## config.mk

```make
export PLATFORM = sky130hd
export DESIGN_NAME = addr_window_bkpt
export DESIGN_NICKNAME = d
export VERILOG_FILES = /design/src/rtl/bkpt_pkg.sv /design/src/rtl/bkpt_window.sv /design/src/rtl/bkpt_trace.sv /design/src/rtl/addr_window_bkpt.sv
export SDC_FILE = /design/constraint.sdc
export NUM_CORES = 1
export LEC_CHECK = 0
export ABC_CLOCK_PERIOD_IN_PS = 3700
export BUFFER_PORTS_ARGS = -buffer_cell sky130_fd_sc_hd__buf_2
export CORE_ASPECT_RATIO = 0.8
export CORE_MARGIN = 1.5
export CORE_UTILIZATION = 61
export CTS_CLUSTER_SIZE = 8
export DETAILED_ROUTE_END_ITERATION = 16
export PLACE_DENSITY = 0.81
export SLEW_MARGIN = 20
export SYNTH_ARGS = -nofsm -noshare
export SYNTH_HDL_FRONTEND = slang
export SYNTH_SLANG_ARGS = --single-unit
export TNS_END_PERCENT = 5
```

## constraint.sdc

```tcl
create_clock -name clk -period 3.7 [get_ports clk]
set_clock_uncertainty 0.1 [all_clocks]
set_input_delay 0.74 -clock clk [delete_from_list [all_inputs] [get_ports clk]]
set_output_delay 0.74 -clock clk [all_outputs]
set_load 0.01 [all_outputs]
```

## src/rtl/bkpt_pkg.sv

```systemverilog
package bkpt_pkg;
    localparam int DW = 32;

    localparam logic [2:0] RA_CTRL = 3'd0;
    localparam logic [2:0] RA_TCNT = 3'd7;

    // control bit positions (fixed layout decoded by the debugger)
    localparam int CB_TEN   = 8;
    localparam int CB_WIDTH = 9;
    localparam int SB_BASE  = 16;
    localparam int NFLAG    = 4;

    // flag index within the sticky field
    localparam int FL_PROG = 0;
    localparam int FL_DATA = 1;
    localparam int FL_TRC  = 2;
    localparam int FL_SW   = 3;

    localparam int NCH = 2;
endpackage

```

## src/rtl/bkpt_window.sv

```systemverilog
module bkpt_window #(
    parameter int AW = 32,
    parameter int CW = 32
) (
    input  logic                   clk,
    input  logic                   rst_n,
    input  logic [1:0]             en,
    input  logic [1:0]             sel,
    input  logic                   acc_valid,
    input  logic [AW-1:0]          acc_addr,
    input  logic                   acc_rd,
    input  logic                   acc_wr,
    input  logic [1:0]             acc_src,
    input  logic                   wr_lo,
    input  logic                   wr_hi,
    input  logic                   wr_cnt,
    input  logic [bkpt_pkg::DW-1:0] wdata,
    output logic [AW-1:0]          lo,
    output logic [AW-1:0]          hi,
    output logic [CW-1:0]          cnt,
    output logic                   fire
);
    typedef struct packed {
        logic          lat_vld;
        logic          lat_rd;
        logic          lat_wr;
        logic [AW-1:0] lat_addr;
        logic [AW-1:0] lo;
        logic [AW-1:0] hi;
        logic [CW-1:0] cnt;
    } win_st_t;

    win_st_t s_d, s_q;
    logic above_lo, below_hi, kind_ok, hit;

    always_comb begin
        s_d = s_q;
        // stage 1: capture the access of the selected slot
        s_d.lat_vld = acc_valid && (acc_src == sel);
        if (s_d.lat_vld) begin
            s_d.lat_addr = acc_addr;
            s_d.lat_rd   = acc_rd;
            s_d.lat_wr   = acc_wr;
        end
        // stage 2: compare the latched access
        above_lo = (s_q.lat_addr >= s_q.lo);
        below_hi = (s_q.lat_addr <= s_q.hi);
        kind_ok  = (en[0] && s_q.lat_wr) || (en[1] && s_q.lat_rd);
        hit      = s_q.lat_vld && above_lo && below_hi && kind_ok;
        fire     = hit && (s_q.cnt == '0);
        if (hit && (s_q.cnt != '0)) begin
            s_d.cnt = s_q.cnt - 1'b1;
        end
        // register writes take priority
        if (wr_lo)  s_d.lo  = wdata[AW-1:0];
        if (wr_hi)  s_d.hi  = wdata[AW-1:0];
        if (wr_cnt) s_d.cnt = wdata[CW-1:0];
    end

    always_ff @(posedge clk or negedge rst_n) begin
        if (!rst_n) begin
            s_q <= '0;
        end else begin
            s_q <= s_d;
        end
    end

    assign lo  = s_q.lo;
    assign hi  = s_q.hi;
    assign cnt = s_q.cnt;

    // without a write the countdown never rises
    p_cnt_no_rise_r2: assert property (@(posedge clk) disable iff (!rst_n)
        !$past(wr_cnt) |-> (s_q.cnt <= $past(s_q.cnt)));

    // after firing the countdown remains at zero
    p_zero_after_fire_r2: assert property (@(posedge clk) disable iff (!rst_n)
        (fire && !wr_cnt) |=> (s_q.cnt == '0));

    // a disabled section never fires
    p_off_silent_r3: assert property (@(posedge clk) disable iff (!rst_n)
        (en == 2'b00) |-> !fire);

    // a latched access always came from the selected slot
    p_slot_match_r4: assert property (@(posedge clk) disable iff (!rst_n)
        s_d.lat_vld |-> (acc_valid && acc_src == sel));
endmodule

```

## src/rtl/bkpt_trace.sv

```systemverilog
module bkpt_trace #(
    parameter int CW = 32
) (
    input  logic                    clk,
    input  logic                    rst_n,
    input  logic                    enable,
    input  logic                    insn_done,
    input  logic                    entry,
    input  logic                    wr,
    input  logic [bkpt_pkg::DW-1:0] wdata,
    output logic [CW-1:0]           cnt,
    output logic                    fire
);
    typedef struct packed {
        logic [CW-1:0] cnt;
    } trc_st_t;

    trc_st_t s_d, s_q;
    logic    step;

    always_comb begin
        s_d  = s_q;
        step = enable && insn_done;
        fire = step && (s_q.cnt <= CW'(1));
        if (wr) begin
            s_d.cnt = wdata[CW-1:0];
        end else if (entry) begin
            s_d.cnt = '0;
        end else if (step) begin
            s_d.cnt = (s_q.cnt == '0) ? '0 : s_q.cnt - 1'b1;
        end
    end

    always_ff @(posedge clk or negedge rst_n) begin
        if (!rst_n) begin
            s_q <= '0;
        end else begin
            s_q <= s_d;
        end
    end

    assign cnt = s_q.cnt;

    // a debug entry clears the step counter unless software writes it
    p_entry_clears_r9: assert property (@(posedge clk) disable iff (!rst_n)
        (entry && !wr) |=> (s_q.cnt == '0));

    // without a step or write the counter holds or clears
    p_hold_r8: assert property (@(posedge clk) disable iff (!rst_n)
        (!step && !wr && !entry) |=> $stable(s_q.cnt));
endmodule

```

## src/rtl/addr_window_bkpt.sv

```systemverilog
module addr_window_bkpt #(
    parameter int AW = 32,
    parameter int CW = 32
) (
    input  logic          clk,
    input  logic          rst_n,
    input  logic          reg_wr,
    input  logic          reg_rd,
    input  logic [2:0]    reg_addr,
    input  logic [31:0]   reg_wdata,
    output logic [31:0]   reg_rdata,
    input  logic          pm_valid,
    input  logic [AW-1:0] pm_addr,
    input  logic          pm_rd,
    input  logic          pm_wr,
    input  logic [1:0]    pm_src,
    input  logic          dm_valid,
    input  logic [AW-1:0] dm_addr,
    input  logic          dm_rd,
    input  logic          dm_wr,
    input  logic [1:0]    dm_src,
    input  logic          insn_done,
    input  logic          sw_debug,
    output logic          debug_req
);
    import bkpt_pkg::*;

    localparam int RSTRIDE = 3;

    typedef struct packed {
        logic [CB_WIDTH-1:0] ctrl;
        logic [NFLAG-1:0]    flags;
        logic                req;
    } top_st_t;

    top_st_t s_d, s_q;

    logic [NCH-1:0]         ch_valid, ch_rd, ch_wr, ch_fire;
    logic [NCH-1:0][AW-1:0] ch_addr, ch_lo, ch_hi;
    logic [NCH-1:0][1:0]    ch_src;
    logic [NCH-1:0][CW-1:0] ch_cnt;
    logic [NCH-1:0]         wr_lo, wr_hi, wr_cnt;
    logic [CW-1:0]          tcnt;
    logic                   t_fire, stat_rd;
    logic [NFLAG-1:0]       events;

    assign ch_valid = {dm_valid, pm_valid};
    assign ch_rd    = {dm_rd, pm_rd};
    assign ch_wr    = {dm_wr, pm_wr};
    assign ch_addr  = {dm_addr, pm_addr};
    assign ch_src   = {dm_src, pm_src};

    for (genvar g = 0; g < NCH; g++) begin : g_win
        localparam logic [2:0] BASE = 3'(1 + RSTRIDE * g);
        assign wr_lo[g]  = reg_wr && (reg_addr == BASE);
        assign wr_hi[g]  = reg_wr && (reg_addr == BASE + 3'd1);
        assign wr_cnt[g] = reg_wr && (reg_addr == BASE + 3'd2);

        bkpt_window #(.AW(AW), .CW(CW)) u_win (
            .clk       (clk),
            .rst_n     (rst_n),
            .en        (s_q.ctrl[4*g +: 2]),
            .sel       (s_q.ctrl[4*g+2 +: 2]),
            .acc_valid (ch_valid[g]),
            .acc_addr  (ch_addr[g]),
            .acc_rd    (ch_rd[g]),
            .acc_wr    (ch_wr[g]),
            .acc_src   (ch_src[g]),
            .wr_lo     (wr_lo[g]),
            .wr_hi     (wr_hi[g]),
            .wr_cnt    (wr_cnt[g]),
            .wdata     (reg_wdata),
            .lo        (ch_lo[g]),
            .hi        (ch_hi[g]),
            .cnt       (ch_cnt[g]),
            .fire      (ch_fire[g])
        );
    end

    bkpt_trace #(.CW(CW)) u_trace (
        .clk       (clk),
        .rst_n     (rst_n),
        .enable    (s_q.ctrl[CB_TEN]),
        .insn_done (insn_done),
        .entry     (s_q.req),
        .wr        (reg_wr && (reg_addr == RA_TCNT)),
        .wdata     (reg_wdata),
        .cnt       (tcnt),
        .fire      (t_fire)
    );

    always_comb begin
        s_d     = s_q;
        stat_rd = reg_rd && (reg_addr == RA_CTRL);
        events  = '0;
        events[FL_PROG] = ch_fire[0];
        events[FL_DATA] = ch_fire[1];
        events[FL_TRC]  = t_fire;
        events[FL_SW]   = sw_debug;

        s_d.flags = (stat_rd ? '0 : s_q.flags) | events;
        s_d.req   = |events;
        if (reg_wr && (reg_addr == RA_CTRL)) begin
            s_d.ctrl = reg_wdata[CB_WIDTH-1:0];
        end

        reg_rdata = '0;
        case (reg_addr)
            RA_CTRL: begin
                reg_rdata[CB_WIDTH-1:0]          = s_q.ctrl;
                reg_rdata[SB_BASE +: NFLAG]      = s_q.flags;
            end
            3'd1: reg_rdata[AW-1:0] = ch_lo[0];
            3'd2: reg_rdata[AW-1:0] = ch_hi[0];
            3'd3: reg_rdata[CW-1:0] = ch_cnt[0];
            3'd4: reg_rdata[AW-1:0] = ch_lo[1];
            3'd5: reg_rdata[AW-1:0] = ch_hi[1];
            3'd6: reg_rdata[CW-1:0] = ch_cnt[1];
            default: reg_rdata[CW-1:0] = tcnt;
        endcase
    end

    always_ff @(posedge clk or negedge rst_n) begin
        if (!rst_n) begin
            s_q <= '0;
        end else begin
            s_q <= s_d;
        end
    end

    assign debug_req = s_q.req;

    // flags persist until a status read
    p_flag_sticky_r7: assert property (@(posedge clk) disable iff (!rst_n)
        !$past(stat_rd) |-> ((s_q.flags & $past(s_q.flags)) == $past(s_q.flags)));

    // reserved status bits read as zero
    p_reserved_zero_r6: assert property (@(posedge clk) disable iff (!rst_n)
        (reg_addr == RA_CTRL) |-> (reg_rdata[15:9] == '0 && reg_rdata[31:20] == '0));

    // a request pulse is always accompanied by a new flag bit
    p_req_flags_r5: assert property (@(posedge clk) disable iff (!rst_n)
        debug_req |-> (s_q.flags != '0));

    // a software strobe always produces a request next cycle
    p_sw_req_r11: assert property (@(posedge clk) disable iff (!rst_n)
        sw_debug |=> debug_req);
endmodule

```

==> run_results.csv <==
group,metric,value,unit
sta,grt_setup_unrepaired,"false",
floorplanning,die-area,0.0313,sq mm
sta,worst_pin_slew,0.989,ns
setup_path,cpMostUsedCell,"a2111oi_0",
route,wl_met3,7010,um
power_and_ir_drop,internal-power,8.66,mW
finish,fin_cells,2694,
sta,hold_violations,0,
clock_tree,clockBufferDepth,3,
power_and_ir_drop,pwr-share-clk,25.5,%
setup_path,path_cells,"ha_1 > nand2b_1 > a2111oi_0 > a2111oi_0 > o21ai_0 > a2111oi_0 > o22ai_2 > buf_12 > or2_2 > or3_1 > a31oi_1",
clock_tree,cts_root_buf,"clkbuf_16",
floorplanning,die_w,197,um
yosys,syn_nets,2390,
placed_design,place_hpwl,43400,um
clock_tree,clk_pin_slew,0.05,ns
yosys,synth.avg_cell_area,8.60,sq um
yosys,ys_warn_count,0,
power_and_ir_drop,seqPwrFrac,38.4,%
yosys,synth_seq_cells,308,
grt,grt_max_degree,85,
setup_path,cp_top_family,"compound AO/OA/AOI/OAI gates",
grt,grt_pass1_vias,16104,
placed_design,dpl.cell_count,2643,
clock_tree,cts_tree,"built",
route,wl_per_cell,22.0,um
clock_tree,clkLatencyLatePin,0.54,ns
setup_path,slowest_delay,0.59,ns
yosys,synth-async-reset-ratio,100,%
setup_path,slowest_stage,"a2111oi_0",
yosys,muxShareOfSynthArea,5.44,%
route,wl,59100,um
clock_tree,cts_sinks,308,
route,viasPerCell,6.29,
sta,max_clock_freq,287,MHz
grt,grt_use_total,38.3,%
clock_tree,cts_buffers,44,
grt,grt_overflow,0,
yosys,synth-main-ff-cell,"dfrtp_1",
route,wl_met2,24900,um
yosys,synth_top_family_by_area,"simple AND/OR/NAND/NOR gates",
power_and_ir_drop,sw_frac_of_total,38.8,%
yosys,synth_cell_types,66,
sta,fin_crit_sh,94.1,%
route,vias,16954,
sta,drv_slew,0,
yosys,synth_adder_area_share,9.03,%
finish,nets,2536,
setup_path,cp_max_fo,26,
yosys,seq_area_frac_synth,41.8,%
route,drc_errors,0,
yosys,yosys.area_share.simple,19.1,%
route,ant_nets,0,
sta,relSlewSlack,33.6,%
route,wl_met1,25400,um
setup_path,critPathBufInv,1,
power_and_ir_drop,power_density,671,mW/mm^2
floorplanning,die_height,158,um
setup_path,worstSetupStartpointType,"flop",
floorplanning,rows,56,
setup_path,cp_data_arrival_time,3.85,ns
route,top_layer_used,"met4",
route,first_pass_iters,5,
yosys,synth_edf_count,0,
run,cap_violations,0,
floorplanning,num_io_pins,148,
setup_path,crit_required,4.07,ns
yosys,synth_xor_area_share,2.28,%
placed_design,gp_congestion,1.00,
setup_path,endpoint_kind,"flop",
power_and_ir_drop,power_leakage,9.67,nW
finish,drive_gt1_share,15.2,%
setup_path,criticalPathCategory,"reg -> reg",
sta,setup_viol,0,
grt,grt_pass1_wl,91200,um
run_status,status,"completed",
sta,min_period,3.48,ns
placed_design,portBuffers,147,
grt,antenna_found_initial,0,
clock_tree,h-tree-depth,2,
sta,tns,0,ns
floorplanning,coreArea,0.0295,sq mm
finish,fillers,2314,
power_and_ir_drop,ir_drop,0.441,mV
floorplanning,initial_core_util,62.5,%
power_and_ir_drop,power,14.1,mW
yosys,synthesis.area,0.0184,sq mm
power_and_ir_drop,p_switching,5.48,mW
clock_tree,ctsHoldBuffers,0,
yosys,netlist_instances,2142,
yosys,synth_compound_area_share,16.8,%
power_and_ir_drop,combPwrFrac,36.1,%
route,first_iter_violations,1827,
finish,layout-area-overhead-vs-synth,14.2,%
finish,antennaDiodeCount,0,
worst_hold_path,hold_class,"in -> async",
kinds of logic after synthesis:
logic type	after synthesis
mux	73
xor+xnor	48
buf+inv	266
flops	308
simple gates	787
fa+ha+maj	133
compound gates	527
layer usage:
metal	GRT usage (%)	vias to the layer above
li1	-	7784
met1	55.6	8137
met2	55.7	913
met3	10.1	120
met4	12.7	0
met5	0	-
final cells by class:
| cell class | count | area (sq um) | area share [%] |
|---|---|---|---|
| sequential | 308 | 7710 | 36.6 |
| timing repair buffer | 215 | 1360 | 6.45 |
| clock inverter | 1 | 30.0 | 0.143 |
| clock buffer | 45 | 1130 | 5.35 |
| multi-input combinational | 1568 | 9760 | 46.3 |
| tap | 406 | 508 | 2.41 |
| inverter | 151 | 567 | 2.69 |
cells in the mapped netlist (all sizes together) (11+ instances only):
master / n / share of area (%)
nand2: 429 / 8.7
dfrtp: 308 / 42
o21ai: 257 / 7.0
inv: 149 / 3.0
ha: 133 / 9.0
nor2: 123 / 2.5
clkbuf: 104 / 2.1
a21oi: 102 / 2.8
nor3: 58 / 1.6
mux2: 47 / 2.9
a22oi: 35 / 1.4
nand4: 33 / 1.1
nand3: 32 / 0.87
xnor2: 29 / 1.4
or3: 24 / 0.87
a31oi: 19 / 0.64
xor2: 19 / 0.90
a21o: 17 / 0.69
mux4: 17 / 2.1
o22ai: 15 / 0.51
a211oi: 14 / 0.57
nor4: 14 / 0.48
or4: 14 / 0.59
a221oi: 13 / 0.62
and3: 12 / 0.41
a32oi: 11 / 0.52
buf: 11 / 0.37
worst paths after layout:
path,start,end,slack (ns),cells past startpoint
hold reg to reg,s_q[1]$_DFF_PN0_,s_q[1]$_DFF_PN0_,0.38,2
min in group clk,pm_rd,g_win[0].u_win.s_q[129]$_DFFE_PN0P_,0.28,3
hold / removal,rst_n,g_win[1].u_win.s_q[128]$_DFFE_PN0P_,0.01,1
max in group asynchronous,rst_n,g_win[1].u_win.hi[28]$_DFFE_PN0P_,2.59,2
setup / recovery,g_win[0].u_win.lo[0]$_DFFE_PN0P_,g_win[0].u_win.cnt[29]$_DFFE_PN0P_,0.22,11
setup reg to reg,g_win[0].u_win.lo[0]$_DFFE_PN0P_,g_win[0].u_win.cnt[29]$_DFFE_PN0P_,0.22,11
repair_timing:
action	4_1_cts	5_1_grt
pin swaps	0	2
setup endpoints to repair	1	1
resized for setup	1	1
cloned	0	0
setup buffers	0	5
flip-flops by register name, indices dropped and copies added, names as in the netlist:
signal	count
g_win.u_win.lo	64
g_win.u_win.s_q	70
g_win.u_win.cnt	64
g_win.u_win.hi	64
s_q	13
u_trace.cnt	32
debug_req	1
layout by cell type (no fill, tap or decap), types with 29 or more instances in the layout:
cell type / instances
nand2_1: 429
dfrtp_1: 308
o21ai_0: 256
inv_1: 149
buf_2: 145
ha_1: 133
nor2_1: 121
a21oi_1: 102
buf_4: 61
nor3_1: 55
mux2_2: 47
clkbuf_16: 45
a22oi_1: 35
nand4_1: 33
nand3_1: 32
xnor2_1: 29
metrics by stage:
step | hold slack [ns] | setup WS (ns) | instance area, sq um | util (%)
finish | 0.0109 | 0.219 | 21100 | 71.4
global route | 0.0424 | 0.0178 | 21100 | 71.4
detailed placement | 0.369 | 0.0500 | 19800 | 67.3
floorplan | 0.338 | 0.344 | 18400 | -
global placement | 0.355 | 0.0957 | 19800 | 67.3
CTS | 0.0274 | 0.0916 | 21000 | 71.2
power groups by stage:
stage	Sequential [mW]	Clock (mW)	Combinational (mW)
after CTS	5.39	3.61	5.01
after floorplan	5.02	0	3.46
after global placement	5.37	0	4.76
after global routing	5.55	3.75	5.76
final	5.43	3.60	5.10
after detailed placement	5.42	0	4.94
(Power assumes the default switching activity.)
